$ cat config.mk
export PLATFORM = sky130hd
export DESIGN_NAME = exu_occupancy
export DESIGN_NICKNAME = d
export VERILOG_FILES = /design/src/rtl/exu_occ_pkg.sv /design/src/rtl/exu_stage_slot.sv /design/src/rtl/exu_issue_gate.sv /design/src/rtl/exu_occupancy.sv
export SDC_FILE = /design/constraint.sdc
export NUM_CORES = 1
export LEC_CHECK = 0
export ABC_AREA = 0
export BUFFER_PORTS_ARGS = -buffer_cell sky130_fd_sc_hd__buf_2
export CAP_MARGIN = 20
export CORE_AREA = 2 2 161 163
export CTS_CLUSTER_SIZE = 8
export DETAILED_ROUTE_END_ITERATION = 10
export DIE_AREA = 0 0 163 165
export PLACE_DENSITY = 0.68
export SLEW_MARGIN = 20
export SYNTH_ARGS = -nofsm -noshare
export SYNTH_HDL_FRONTEND = slang
export SYNTH_HIERARCHICAL = 1
export SYNTH_SLANG_ARGS = --single-unit
$ cat constraint.sdc
create_clock -name clk -period 3.6 [get_ports clk]
set_input_delay 0.36 -clock clk [delete_from_list [all_inputs] [get_ports clk]]
set_output_delay 0.36 -clock clk [all_outputs]
set_load 0.02 [all_outputs]
$ cat src/rtl/exu_occ_pkg.sv
package exu_occ_pkg;

   parameter int N_STAGE = 9;
   parameter int ST_SI0  = 0;
   parameter int ST_SI1  = 1;
   parameter int ST_CX   = 2;
   parameter int ST_FP1  = 3;
   parameter int ST_FP2  = 4;
   parameter int ST_FP3  = 5;
   parameter int ST_LS1  = 6;
   parameter int ST_LS2  = 7;
   parameter int ST_BR   = 8;

   parameter int N_DONE  = 7;
   parameter int DN_SI0  = 0;
   parameter int DN_SI1  = 1;
   parameter int DN_CX   = 2;
   parameter int DN_LS   = 3;
   parameter int DN_FP   = 4;
   parameter int DN_BR   = 5;
   parameter int DN_DIV  = 6;

   typedef enum logic [2:0] {
      CL_SIMPLE  = 3'd0,
      CL_COMPLEX = 3'd1,
      CL_FLOAT   = 3'd2,
      CL_FDIV    = 3'd3,
      CL_MEM     = 3'd4,
      CL_BRANCH  = 3'd5
   } op_class_e;

   // stage whose tag feeds completion index i
   function automatic int done_src(input int i);
      case (i)
         DN_SI0:  return ST_SI0;
         DN_SI1:  return ST_SI1;
         DN_CX:   return ST_CX;
         DN_LS:   return ST_LS2;
         DN_FP:   return ST_FP3;
         DN_BR:   return ST_BR;
         default: return ST_FP1;
      endcase
   endfunction

   // entry stage for every class except simple integer
   function automatic int entry_stage(input op_class_e c);
      case (c)
         CL_COMPLEX:       return ST_CX;
         CL_FLOAT, CL_FDIV: return ST_FP1;
         CL_MEM:           return ST_LS1;
         CL_BRANCH:        return ST_BR;
         default:          return ST_SI0;
      endcase
   endfunction

endpackage

$ cat src/rtl/exu_stage_slot.sv
module exu_stage_slot #(
   parameter int TAG_W = 6,
   parameter int CNT_W = 6,
   parameter int REG_W = 5
) (
   input  logic             clk,
   input  logic             rst,
   input  logic             ld,
   input  logic             clr,
   input  logic [TAG_W-1:0] ld_tag,
   input  logic [CNT_W-1:0] ld_cnt,
   input  logic [CNT_W-1:0] ld_c1,
   input  logic [CNT_W-1:0] ld_c2,
   input  logic [REG_W-1:0] ld_dst,
   input  logic             ld_div,
   output logic             vld,
   output logic [TAG_W-1:0] tag,
   output logic [CNT_W-1:0] c1,
   output logic [CNT_W-1:0] c2,
   output logic [REG_W-1:0] dst,
   output logic             div,
   output logic             expiring
);

   logic [CNT_W-1:0] cnt;

   // count reaches zero at the coming edge (a held zero stays zero)
   assign expiring = (cnt <= CNT_W'(1));

   always_ff @(posedge clk) begin
      if (rst) begin
         vld <= 1'b0;
         cnt <= '0;
      end else if (ld) begin
         vld <= 1'b1;
         cnt <= ld_cnt;
         tag <= ld_tag;
         c1  <= ld_c1;
         c2  <= ld_c2;
         dst <= ld_dst;
         div <= ld_div;
      end else begin
         if (clr) vld <= 1'b0;
         if (vld && cnt != '0) cnt <= cnt - CNT_W'(1);
      end
   end

endmodule

$ cat src/rtl/exu_issue_gate.sv
module exu_issue_gate
   import exu_occ_pkg::*;
#(
   parameter int REG_W = 5
) (
   input  logic               iss_valid,
   input  op_class_e          iss_class,
   input  logic [REG_W-1:0]   src_a,
   input  logic [REG_W-1:0]   src_b,
   input  logic               cbuf_ready,
   input  logic [N_STAGE-1:0] busy,
   input  logic [REG_W-1:0]   occ_dst0,
   input  logic [REG_W-1:0]   occ_dst1,
   input  logic [1:0]         rec_vld,
   input  logic [REG_W-1:0]   rec_dst0,
   input  logic [REG_W-1:0]   rec_dst1,
   output logic               accept,
   output logic [N_STAGE-1:0] tgt
);

   logic             ok;
   logic [REG_W-1:0] occ;
   logic             hit;

   function automatic logic reads(input logic [REG_W-1:0] r,
                                  input logic [REG_W-1:0] a,
                                  input logic [REG_W-1:0] b);
      return (a == r) || (b == r);
   endfunction

   always_comb begin
      ok  = 1'b0;
      tgt = '0;
      occ = busy[ST_SI0] ? occ_dst0 : occ_dst1;
      hit = reads(occ, src_a, src_b)
          | (rec_vld[0] && reads(rec_dst0, src_a, src_b))
          | (rec_vld[1] && reads(rec_dst1, src_a, src_b));
      case (iss_class)
         CL_SIMPLE: begin
            if (!busy[ST_SI0] && !busy[ST_SI1]) begin
               ok = 1'b1;
               tgt[ST_SI0] = 1'b1;
            end else if (!(busy[ST_SI0] && busy[ST_SI1])) begin
               ok = !hit;
               if (busy[ST_SI0]) tgt[ST_SI1] = 1'b1;
               else              tgt[ST_SI0] = 1'b1;
            end
         end
         CL_COMPLEX, CL_FLOAT, CL_FDIV, CL_MEM, CL_BRANCH: begin
            ok = !busy[entry_stage(iss_class)];
            tgt[entry_stage(iss_class)] = 1'b1;
         end
         default: ok = 1'b0;
      endcase
      accept = iss_valid && cbuf_ready && ok;
   end

endmodule

$ cat src/rtl/exu_occupancy.sv
module exu_occupancy
   import exu_occ_pkg::*;
#(
   parameter int TAG_W = 6,
   parameter int CNT_W = 6,
   parameter int REG_W = 5
) (
   input  logic                    clk,
   input  logic                    rst,
   input  logic                    iss_valid,
   input  logic [2:0]              iss_class,
   input  logic [TAG_W-1:0]        iss_tag,
   input  logic [CNT_W-1:0]        iss_cyc0,
   input  logic [CNT_W-1:0]        iss_cyc1,
   input  logic [CNT_W-1:0]        iss_cyc2,
   input  logic [REG_W-1:0]        iss_src_a,
   input  logic [REG_W-1:0]        iss_src_b,
   input  logic [REG_W-1:0]        iss_dst,
   input  logic                    cbuf_ready,
   output logic                    iss_accept,
   output logic [N_DONE-1:0]       done_vld,
   output logic [N_DONE*TAG_W-1:0] done_tag
);

   localparam int DONE_W = N_DONE * TAG_W;

   if (TAG_W < 1) begin : g_bad_tag
      $error("exu_occupancy: TAG_W must be at least 1");
   end
   if (CNT_W < 1) begin : g_bad_cnt
      $error("exu_occupancy: CNT_W must be at least 1");
   end
   if (REG_W < 1) begin : g_bad_reg
      $error("exu_occupancy: REG_W must be at least 1");
   end

   op_class_e cls;
   assign cls = op_class_e'(iss_class);

   // stage state
   logic [N_STAGE-1:0] s_vld, s_div, s_exp;
   logic [TAG_W-1:0]   s_tag [N_STAGE];
   logic [CNT_W-1:0]   s_c1  [N_STAGE];
   logic [CNT_W-1:0]   s_c2  [N_STAGE];
   logic [REG_W-1:0]   s_dst [N_STAGE];

   // stage loads
   logic [N_STAGE-1:0] ld, clr, ld_div;
   logic [TAG_W-1:0]   ld_tag [N_STAGE];
   logic [CNT_W-1:0]   ld_cnt [N_STAGE];
   logic [CNT_W-1:0]   ld_c1  [N_STAGE];
   logic [CNT_W-1:0]   ld_c2  [N_STAGE];
   logic [REG_W-1:0]   ld_dst [N_STAGE];

   // completions by the single-cycle units at the last edge
   logic [1:0]         rec_vld;
   logic [REG_W-1:0]   rec_dst0, rec_dst1;

   logic [N_STAGE-1:0] tgt;
   logic [N_DONE-1:0]  fin;
   logic               mv12, mv23, mvls;

   exu_issue_gate #(.REG_W(REG_W)) u_gate (
      .iss_valid (iss_valid),
      .iss_class (cls),
      .src_a     (iss_src_a),
      .src_b     (iss_src_b),
      .cbuf_ready(cbuf_ready),
      .busy      (s_vld),
      .occ_dst0  (s_dst[ST_SI0]),
      .occ_dst1  (s_dst[ST_SI1]),
      .rec_vld   (rec_vld),
      .rec_dst0  (rec_dst0),
      .rec_dst1  (rec_dst1),
      .accept    (iss_accept),
      .tgt       (tgt)
   );

   for (genvar g = 0; g < N_STAGE; g++) begin : g_slot
      exu_stage_slot #(.TAG_W(TAG_W), .CNT_W(CNT_W), .REG_W(REG_W)) u_slot (
         .clk     (clk),
         .rst     (rst),
         .ld      (ld[g]),
         .clr     (clr[g]),
         .ld_tag  (ld_tag[g]),
         .ld_cnt  (ld_cnt[g]),
         .ld_c1   (ld_c1[g]),
         .ld_c2   (ld_c2[g]),
         .ld_dst  (ld_dst[g]),
         .ld_div  (ld_div[g]),
         .vld     (s_vld[g]),
         .tag     (s_tag[g]),
         .c1      (s_c1[g]),
         .c2      (s_c2[g]),
         .dst     (s_dst[g]),
         .div     (s_div[g]),
         .expiring(s_exp[g])
      );
   end

   // finishing and moving decisions; downstream vacancies first
   always_comb begin
      fin[DN_SI0] = s_vld[ST_SI0] && s_exp[ST_SI0];
      fin[DN_SI1] = s_vld[ST_SI1] && s_exp[ST_SI1];
      fin[DN_CX]  = s_vld[ST_CX]  && s_exp[ST_CX];
      fin[DN_LS]  = s_vld[ST_LS2] && s_exp[ST_LS2];
      fin[DN_FP]  = s_vld[ST_FP3] && s_exp[ST_FP3];
      fin[DN_BR]  = s_vld[ST_BR]  && s_exp[ST_BR];
      fin[DN_DIV] = s_vld[ST_FP1] && s_exp[ST_FP1] && s_div[ST_FP1];
      mv23 = s_vld[ST_FP2] && s_exp[ST_FP2] && (!s_vld[ST_FP3] || fin[DN_FP]);
      mv12 = s_vld[ST_FP1] && s_exp[ST_FP1] && !s_div[ST_FP1]
           && (!s_vld[ST_FP2] || mv23);
      mvls = s_vld[ST_LS1] && s_exp[ST_LS1] && (!s_vld[ST_LS2] || fin[DN_LS]);

      clr = '0;
      clr[ST_SI0] = fin[DN_SI0];
      clr[ST_SI1] = fin[DN_SI1];
      clr[ST_CX]  = fin[DN_CX];
      clr[ST_FP1] = fin[DN_DIV] || mv12;
      clr[ST_FP2] = mv23;
      clr[ST_FP3] = fin[DN_FP];
      clr[ST_LS1] = mvls;
      clr[ST_LS2] = fin[DN_LS];
      clr[ST_BR]  = fin[DN_BR];
   end

   // stage loads: issue into entry stages, moves into later stages
   always_comb begin
      for (int s = 0; s < N_STAGE; s++) begin
         ld[s]     = iss_accept && tgt[s];
         ld_tag[s] = iss_tag;
         ld_cnt[s] = iss_cyc0;
         ld_c1[s]  = iss_cyc1;
         ld_c2[s]  = iss_cyc2;
         ld_dst[s] = iss_dst;
         ld_div[s] = (cls == CL_FDIV);
      end
      ld[ST_FP2]     = mv12;
      ld_tag[ST_FP2] = s_tag[ST_FP1];
      ld_cnt[ST_FP2] = s_c1[ST_FP1];
      ld_c2[ST_FP2]  = s_c2[ST_FP1];
      ld_div[ST_FP2] = 1'b0;
      ld[ST_FP3]     = mv23;
      ld_tag[ST_FP3] = s_tag[ST_FP2];
      ld_cnt[ST_FP3] = s_c2[ST_FP2];
      ld_div[ST_FP3] = 1'b0;
      ld[ST_LS2]     = mvls;
      ld_tag[ST_LS2] = s_tag[ST_LS1];
      ld_cnt[ST_LS2] = s_c1[ST_LS1];
      ld_div[ST_LS2] = 1'b0;
   end

   // completion events and the single-cycle completion record
   always_ff @(posedge clk) begin
      if (rst) begin
         done_vld <= '0;
         rec_vld  <= '0;
      end else begin
         done_vld <= fin;
         rec_vld  <= fin[DN_SI1:DN_SI0];
      end
      rec_dst0 <= s_dst[ST_SI0];
      rec_dst1 <= s_dst[ST_SI1];
   end

   for (genvar i = 0; i < N_DONE; i++) begin : g_done_tag
      always_ff @(posedge clk) begin
         done_tag[i*TAG_W +: TAG_W] <= s_tag[done_src(i)];
      end
   end

   logic unused_ok;
   assign unused_ok = ^{DONE_W[0]};

endmodule

Word level (Yosys, flattened, before mapping). Cells that the tools add are included.

Bits of input ports: 46. Output and inout port bits: 50. Word-level logic and storage cells: 223. Register bits after elaboration: 213.

Bitwise operators: 3. Magnitude comparators: 11. Equality and inequality tests: 11. Mux-type cells: 54. Reduce and logical (&&, ||, !) cells: 90. $add $sub $neg: 9.

Operators with widths (count): $mux 6 (18); $le 6x1->1 const B (9); $reduce_bool 6->1 (9); $sub 6x1->6 const B (9); $logic_and 1x1->1 (36); $reduce_bool 2->1 (18); $ge 32x1->1 const B (1); $lt 32x6->1 const B (1); $mux 32 (1); $eq 5x5->1 (6); $mux 1 (27); $reduce_and 2->1 (9); $pmux 4 s4 (1); $logic_not 1->1 (8); $logic_or 1x1->1 (7); $mux 7 (1); $eq 3x2->1 const B (2); $eq 3x3->1 const B (2); $mux 5 (1); $reduce_or 5->1 (1); $bmux 1 s4 (1); $demux 1 s4 (1); $pmux 2 s2 (1); $eq 3x1->1 const B (1); 6 further kinds (7).

Longest topological paths before layout. Gate-level depths: netlist of the first run.

Depth after elaboration: 12. Mapped depth: 10. Depth with buffers taken out: 9.

Cells and area by module. The synthesis of the first run kept the hierarchy.

By module, submodules not included: exu_stage_slot (cells an instance 77, seq. area each 860.8 um^2, area each 1163.6 um^2, instances 9); exu_occupancy (cells an instance 92, seq. area each 1181.1 um^2, area each 1377.6 um^2, instances 1); exu_issue_gate (cells an instance 68, seq. area each 0.0 um^2, area each 539.3 um^2, instances 1).

Worst setup path after synthesis of the first run. No wires, ideal clock.

Path type: reg2reg. Start: reg g_slot[0].u_slot.vld. End: reg, netlist name g_slot[1].u_slot/c1[0]. Library setup time: 0.405 ns. Path buffers: 1. Data required time: 3.195 ns. Stages on the path, launching flop included: 10. Setup slack: 0.157 ns. Data arrival time: 3.039 ns. Cells stage by stage: dfxtp_1 -> buf_6 -> or2_0 -> mux4_2 -> o21ai_1 -> and3_1 -> a41o_1 -> and2_1 -> inv_2 -> nor2_1.

RTL lines: start, declared (line exu_stage_slot.sv:16) `output logic vld,`; start signal, assigned (line exu_stage_slot.sv:32) `vld <= 1'b0;`; start signal, assigned (line exu_stage_slot.sv:35) `vld <= 1'b1;`; start signal, assigned (line exu_stage_slot.sv:43) `if (clr) vld <= 1'b0;`.

Final worst setup path of the first run.
Start: reg g_slot[0].u_slot.vld. End: reg g_slot[2].u_slot.tag[0] (enable).

Cells in the longest elaborated chain, start to end: 12. Elaborated cells on any way between the ends: 20. Those cells by class: eq/ne (2); mux (7); bitwise (2); reduce/logical (9).

Ends and longest elaborated chain: $mux 5 (line exu_issue_gate.sv:34) `occ = busy[ST_SI0] ? occ_dst0 : occ_dst1;`; $eq 5x5->1 (line exu_issue_gate.sv:28) `return (a == r) || (b == r);`; $logic_or 1x1->1 (line exu_issue_gate.sv:28); $or 1x1->1 (line exu_issue_gate.sv:36) `| (rec_vld[0] && reads(rec_dst0, src_a, src_b))`; $or 1x1->1 (line exu_issue_gate.sv:37) `| (rec_vld[1] && reads(rec_dst1, src_a, src_b));`; $logic_not 1->1 (line exu_issue_gate.sv:44) `ok = !hit;`; $mux 1 (line exu_issue_gate.sv:43) `end else if (!(busy[ST_SI0] && busy[ST_SI1])) begin`; $mux 1 (line exu_issue_gate.sv:40) `if (!busy[ST_SI0] && !busy[ST_SI1]) begin`; $pmux 1 s2 * (line exu_issue_gate.sv:38) `case (iss_class)`; $logic_and 1x1->1 * (line exu_issue_gate.sv:55) `accept = iss_valid && cbuf_ready && ok;`; $logic_and 1x1->1 * (line exu_occupancy.sv:130) `ld[s] = iss_accept && tgt[s];`; net ld[2] (line exu_occupancy.sv:48) `logic [N_STAGE-1:0] ld, clr, ld_div;`; $reduce_and 2->1 (no source line) *; end signal, assigned (line exu_stage_slot.sv:37) `tag <= ld_tag;`; end, declared (line exu_stage_slot.sv:17) `output logic [TAG_W-1:0] tag,`.

Mark *: on every way through the listed nets, which the timed path passes. The rest lies on a longest branch. The select of a mux whose other input is x is not followed. A chain may end at the register's enable or synchronous reset.

==> impl_metrics.tcl, run 1 <==
set metrics [dict create \
    status "finished, final reports clean" \
    cts_sinks 211 \
    io_pins 96 \
    reg2reg_depth 8 \
    cts_buffers 30 \
    start_util_pct 34.1 \
    place_congestion 0.804 \
    timing.rr.end "g_slot[2].u_slot/tag[0]" \
    htree_levels 1 \
    rsz0062_at_grt "no" \
    die_w_um 163 \
    grt_pass1_wl_um 28200 \
    core_mm2 0.0250 \
    die-area_mm2 0.0269 \
    drtPass1Iterations 4 \
    fmax_mhz 327 \
    postSynthAreaPerCell_um2 11.9 \
    p_leak_nw 3.94 \
    grt_overflow 0 \
    drc 0 \
    worstPathRequired_ns 3.75 \
    vdd_drop_max_mv 0.317 \
    layout-drive-gt1-share_pct 21.7 \
    cts_buffer_depth 3 \
    worst-path-max-fanout 15 \
    mostFrequentLayoutCells "dfxtp_1 (122), buf_2 (95), edfxtp_1 (89), nor2_1 (74), inv_1 (57)" \
    antenna_found_initial 0 \
    fin_crit_sh_pct 84.8 \
    yosys_warnings 6 \
    startpoint_type "register" \
    cp.arrival_ns 3.21 \
    layout_min_cycle_time_ns 3.05 \
    drt-initial-drc-count 304 \
    n_antenna_cell 0 \
    cts_tree "yes" \
    worstSetupEndpointType "register" \
    drv_cap 0 \
    port_buffers 95 \
    hold_viol 0 \
    setup_viol 0 \
    finalSetupTns_ns 0 \
    crit_buf_inv 1 \
    hpwl_um 13200 \
    regArea_mm2 0.00511 \
    netlist_instances 721 \
    path_class "reg2reg" \
    critical_path_depth 8 \
    vias 5593 \
    final_common_cell "dfxtp_1" \
    power_density_mw_per_mm2 513 \
    critPathLaunch "g_slot[0].u_slot/vld" \
    regToRegStartpoint "g_slot[0].u_slot/vld" \
    multi_input_area_mm2 0.00314 \
    via_per_inst 4.66 \
    critPathMaxStageDelay_ns 0.52 \
    crit_family "simple AND/OR/NAND/NOR gates" \
    clock_skew_ns 0.0203 \
    ant_nets 0 \
    clockRootBuffer "clkbuf_16" \
    netlist_area_mm2 0.00855 \
    grt_usage_pct 13.2 \
    wl_per_cell_um 14.9 \
    worst_pin_slew_ns 0.663 \
    crit_slowest_cell "dfxtp_1" \
    slew_viol_final 0 \
    synth_nets 794 \
    die_h_um 165 \
    fillers 2375 \
    cts_setup_buffers 0 \
    hold_path_class "in2reg" \
    rows 58 \
    crit_end "g_slot[2].u_slot/tag[0]" \
    crit_chain "or2_0 > mux4_2 > o21ai_1 > and3_1 > a41o_1 > and2_1 > inv_2 > nor2_1" \
    placed_cell_area_mm2 0.00945 \
    relSlewSlack_pct 55.8 \
    fin_area_mm2 0.0103 \
    grt_max_degree 30 \
    clk_pin_slew_ns 0.05 \
    clock_latency_ns 0.53 \
    rrSetupSlack_ns 0.55 \
    grt_pass1_vias 5436 \
    wirelength_um 17900 \
    nets 922 \
    syn2layout_area_growth_pct 21.0 \
]
routing by layer:
layer	wire length [µm]	share of wire, %	vias to the layer above	track usage, %
li1	-	-	2804	-
met3	924	5.2	24	2.34
met1	8050	45	2639	17.4
met4	272	1.5	0	3.22
met2	8640	48	126	22.6
met5	0	0	-	0
state kept, by name, summed over array words and instances (netlist names):
name / flops
rec_dst1: 5
g_slot.u_slot/c1: 12
rec_dst0: 5
g_slot.u_slot/vld: 9
g_slot.u_slot/dst: 10
done_vld: 6
g_slot.u_slot/cnt: 54
g_slot.u_slot/div: 1
rec_vld: 1
g_slot.u_slot/c2: 12
g_slot.u_slot/tag: 54
done_tag: 42
worst min path at each step:
stage / startpoint / to / slack (ns) / cells after the start
3_3_place_gp: g_slot[0].u_slot/tag[1] / done_tag[1] / 0.33 / 0
5_1_grt: iss_cyc1[2] / g_slot[6].u_slot/c1[2] / 0.01 / 1
4_1_cts: iss_cyc1[1] / g_slot[6].u_slot/c1[1] / 0.005 / 1
6_report: iss_cyc1[1] / g_slot[6].u_slot/c1[1] / 0.02 / 1
3_5_place_dp: g_slot[1].u_slot/tag[1] / done_tag[7] / 0.33 / 0
2_1_floorplan: g_slot[0].u_slot/tag[0] / done_tag[0] / 0.32 / 0
power breakdown:
part	switching (mW)	leakage (nW)	total, mW	internal (mW)
clock	0.960	0.410	2.52	1.56
sequential	0.0222	1.80	2.54	2.52
combinational	0.148	1.73	0.250	0.102
total	1.13	3.94	5.31	4.18
per-stage QoR:
step / utilization, % / cells / total power [mW] / hold slack (ns) / setup slack [ns]
after floorplan: - / 721 / 2.73 / 0.323 / 0.374
after global placement: 37.8 / 1144 / 2.83 / 0.325 / 0.662
after detailed placement: 37.8 / 1144 / 2.83 / 0.327 / 0.568
after CTS: 41.3 / 1199 / 5.37 / 0.00535 / 0.547
after global routing: 41.3 / 1199 / 5.50 / 0.0113 / 0.361
final: 41.3 / 1199 / 5.31 / 0.0232 / 0.546
what timing repair did:
item | CTS | global route
resized for setup | 0 | 0
hold endpoints to repair | 3 | 0
hold buffers | 3 | 0
area by class of cell:
class	count	area share, %
clock inverters	2	0.206
clock buffers	50	8.08
well taps	330	3.99
inverters	67	2.43
multi-input cells	433	30.3
repair buffers	106	5.47
flip-flops and latches	211	49.5
worst register-to-register path: stages, from the launching register on:
cell and delay [ns]:
dfxtp_1 0.52, or2_0 0.30, mux4_2 0.44, o21ai_1 0.15, and3_1 0.18, a41o_1 0.21, and2_1 0.26, inv_2 0.13
nor2_1 0.50
Power figures use the tool's default switching activity.
==> inputs of run 2 (changes only) <==
Settings changed: PLACE_DENSITY 0.68 to 0.7.
Clock period 3.6 ns to 2.75 ns, I/O delays scaled along.
==> impl_metrics.tcl, run 2 (synthesis results as in run 1) <==
set metrics [dict create \
    status "finished, final reports clean" \
    io_pins 96 \
    vdd_drop_max_mv 0.398 \
    hpwl_um 13000 \
    layout-drive-gt1-share_pct 23.3 \
    dp_slack_ns 0.116 \
    hold_path_class "in2reg" \
    grt_max_degree 33 \
    setup_viol 0 \
    power_density_mw_per_mm2 652 \
    ant_nets 0 \
    clock_skew_ns 0.0130 \
    setup_ws_ns 0.119 \
    critical_path_depth 7 \
    die_h_um 165 \
    cts_buffers 30 \
    finalSetupTns_ns 0 \
    core_mm2 0.0250 \
    drc 0 \
    via_per_inst 4.60 \
    die-area_mm2 0.0269 \
    grt_pass1_vias 5677 \
    syn2layout_area_growth_pct 24.4 \
    htree_levels 1 \
    relSlewSlack_pct 53.2 \
    fin_crit_sh_pct 95.7 \
    grt_pass1_wl_um 28400 \
    drv_cap 0 \
    critPathMaxStageDelay_ns 0.34 \
    wirelength_um 18100 \
    p_leak_nw 4.07 \
    drtPass1Iterations 4 \
    clk_pin_slew_ns 0.05 \
    final_common_cell "dfxtp_1" \
    crit_slowest_cell "a41o_2" \
    grt_overflow 0 \
    crit_buf_inv 2 \
    drt-initial-drc-count 241 \
    cts_setup_buffers 0 \
    wl_per_cell_um 14.7 \
    rsz0062_at_grt "no" \
    nets 951 \
    hold_viol 0 \
    die_w_um 163 \
    utilization_pct 42.5 \
    cts_tree "yes" \
    layout_min_cycle_time_ns 2.63 \
    vias 5658 \
    crit_chain "buf_4 > mux2i_1 > xnor2_1 > nor3_1 > nand3_1 > a41o_2 > buf_2" \
    cts_buffer_depth 3 \
    fmax_mhz 380 \
    grt_usage_pct 13.2 \
    worst_pin_slew_ns 0.702 \
    cts_sinks 211 \
    crit_family "buffers and inverters" \
    place_congestion 0.815 \
    antenna_found_initial 2 \
    mostFrequentLayoutCells "dfxtp_1 (122), buf_2 (95), edfxtp_1 (89), nor2_1 (71), inv_1 (57)" \
    rows 58 \
    worstSetupEndpointType "output pin" \
    reg2reg_depth 10 \
    worst-path-max-fanout 14 \
    path_class "reg2out" \
    port_buffers 95 \
    slew_viol_final 0 \
    clockRootBuffer "clkbuf_16" \
    start_util_pct 34.1 \
    whs_path_depth 1 \
    cp.arrival_ns 2.36 \
    top_regs "g_slot.u_slot/cnt: 54 flops, g_slot.u_slot/tag: 54 flops, done_tag: 42 flops" \
    worstPathRequired_ns 2.48 \
    startpoint_type "register" \
    clock_latency_ns 0.53 \
]
==> run 2: cell types whose count changed in the layout (fill, tap and decap cells not counted), moves of 2 or more <==
cell,before,now
buf_4,8,22
diode_2,0,2
dlygate4sd3_1,3,17
mux2i_1,23,21
nor2_1,74,71
nor2_2,1,3
==> run 2: path summary, 6_finish.rpt <==
kind                                               from                 endpoint  slack (ns)
worst min register to register  g_slot[2].u_slot/tag[5]             done_tag[17]        0.34
worst max-delay path               g_slot[0].u_slot/vld               iss_accept        0.12
worst min-delay path                         iss_tag[3]  g_slot[2].u_slot/tag[3]        0.02
worst max register to register     g_slot[0].u_slot/vld  g_slot[8].u_slot/tag[4]        0.19
==> run 2: what timing repair did <==
item,4_1_cts,5_1_grt
hold buffers,17,0
endpoints found under the setup margin,0,26
resized for setup,0,4
hold endpoints to repair,28,0
==> run 2: layer usage <==
metal  GRT usage [%]  up-vias  share of wire [%]
li1                -     2863                  -
met1            17.4     2639                 45
met2            21.6      127                 47
met3            2.51       29                5.5
met4            4.75        0                2.4
met5               0        -                  0
==> run 2: per-stage QoR <==
step | std cells | instance area, µm² | hold slack, ns | power (mW)
floorplan | 721 | 8560 | 0.323 | 3.58
global placement | 1159 | 9590 | 0.324 | 3.71
detailed placement | 1159 | 9590 | 0.329 | 3.72
CTS | 1228 | 10600 | 0.0216 | 7.02
global route | 1230 | 10600 | 0.0329 | 7.19
finish | 1230 | 10600 | 0.0199 | 6.93
==> run 2: layout make-up <==
| type | instances | area [µm²] |
|---|---|---|
| diodes | 2 | 5.00 |
| clock buffers | 50 | 826 |
| clock inverters | 2 | 23.8 |
| fillers | 2323 | 14400 |
| inverters | 67 | 251 |
| multi-input cells | 433 | 3170 |
| flip-flops and latches | 211 | 5110 |
| well taps | 330 | 413 |
| repair buffers | 135 | 831 |
==> run 2: where the power goes <==
part / total (mW) / internal [mW] / switching (mW) / leakage [nW]
Combinational: 0.354 / 0.152 / 0.202 / 1.86
Clock: 3.26 / 2.01 / 1.24 / 0.400
Sequential: 3.32 / 3.30 / 0.0270 / 1.80
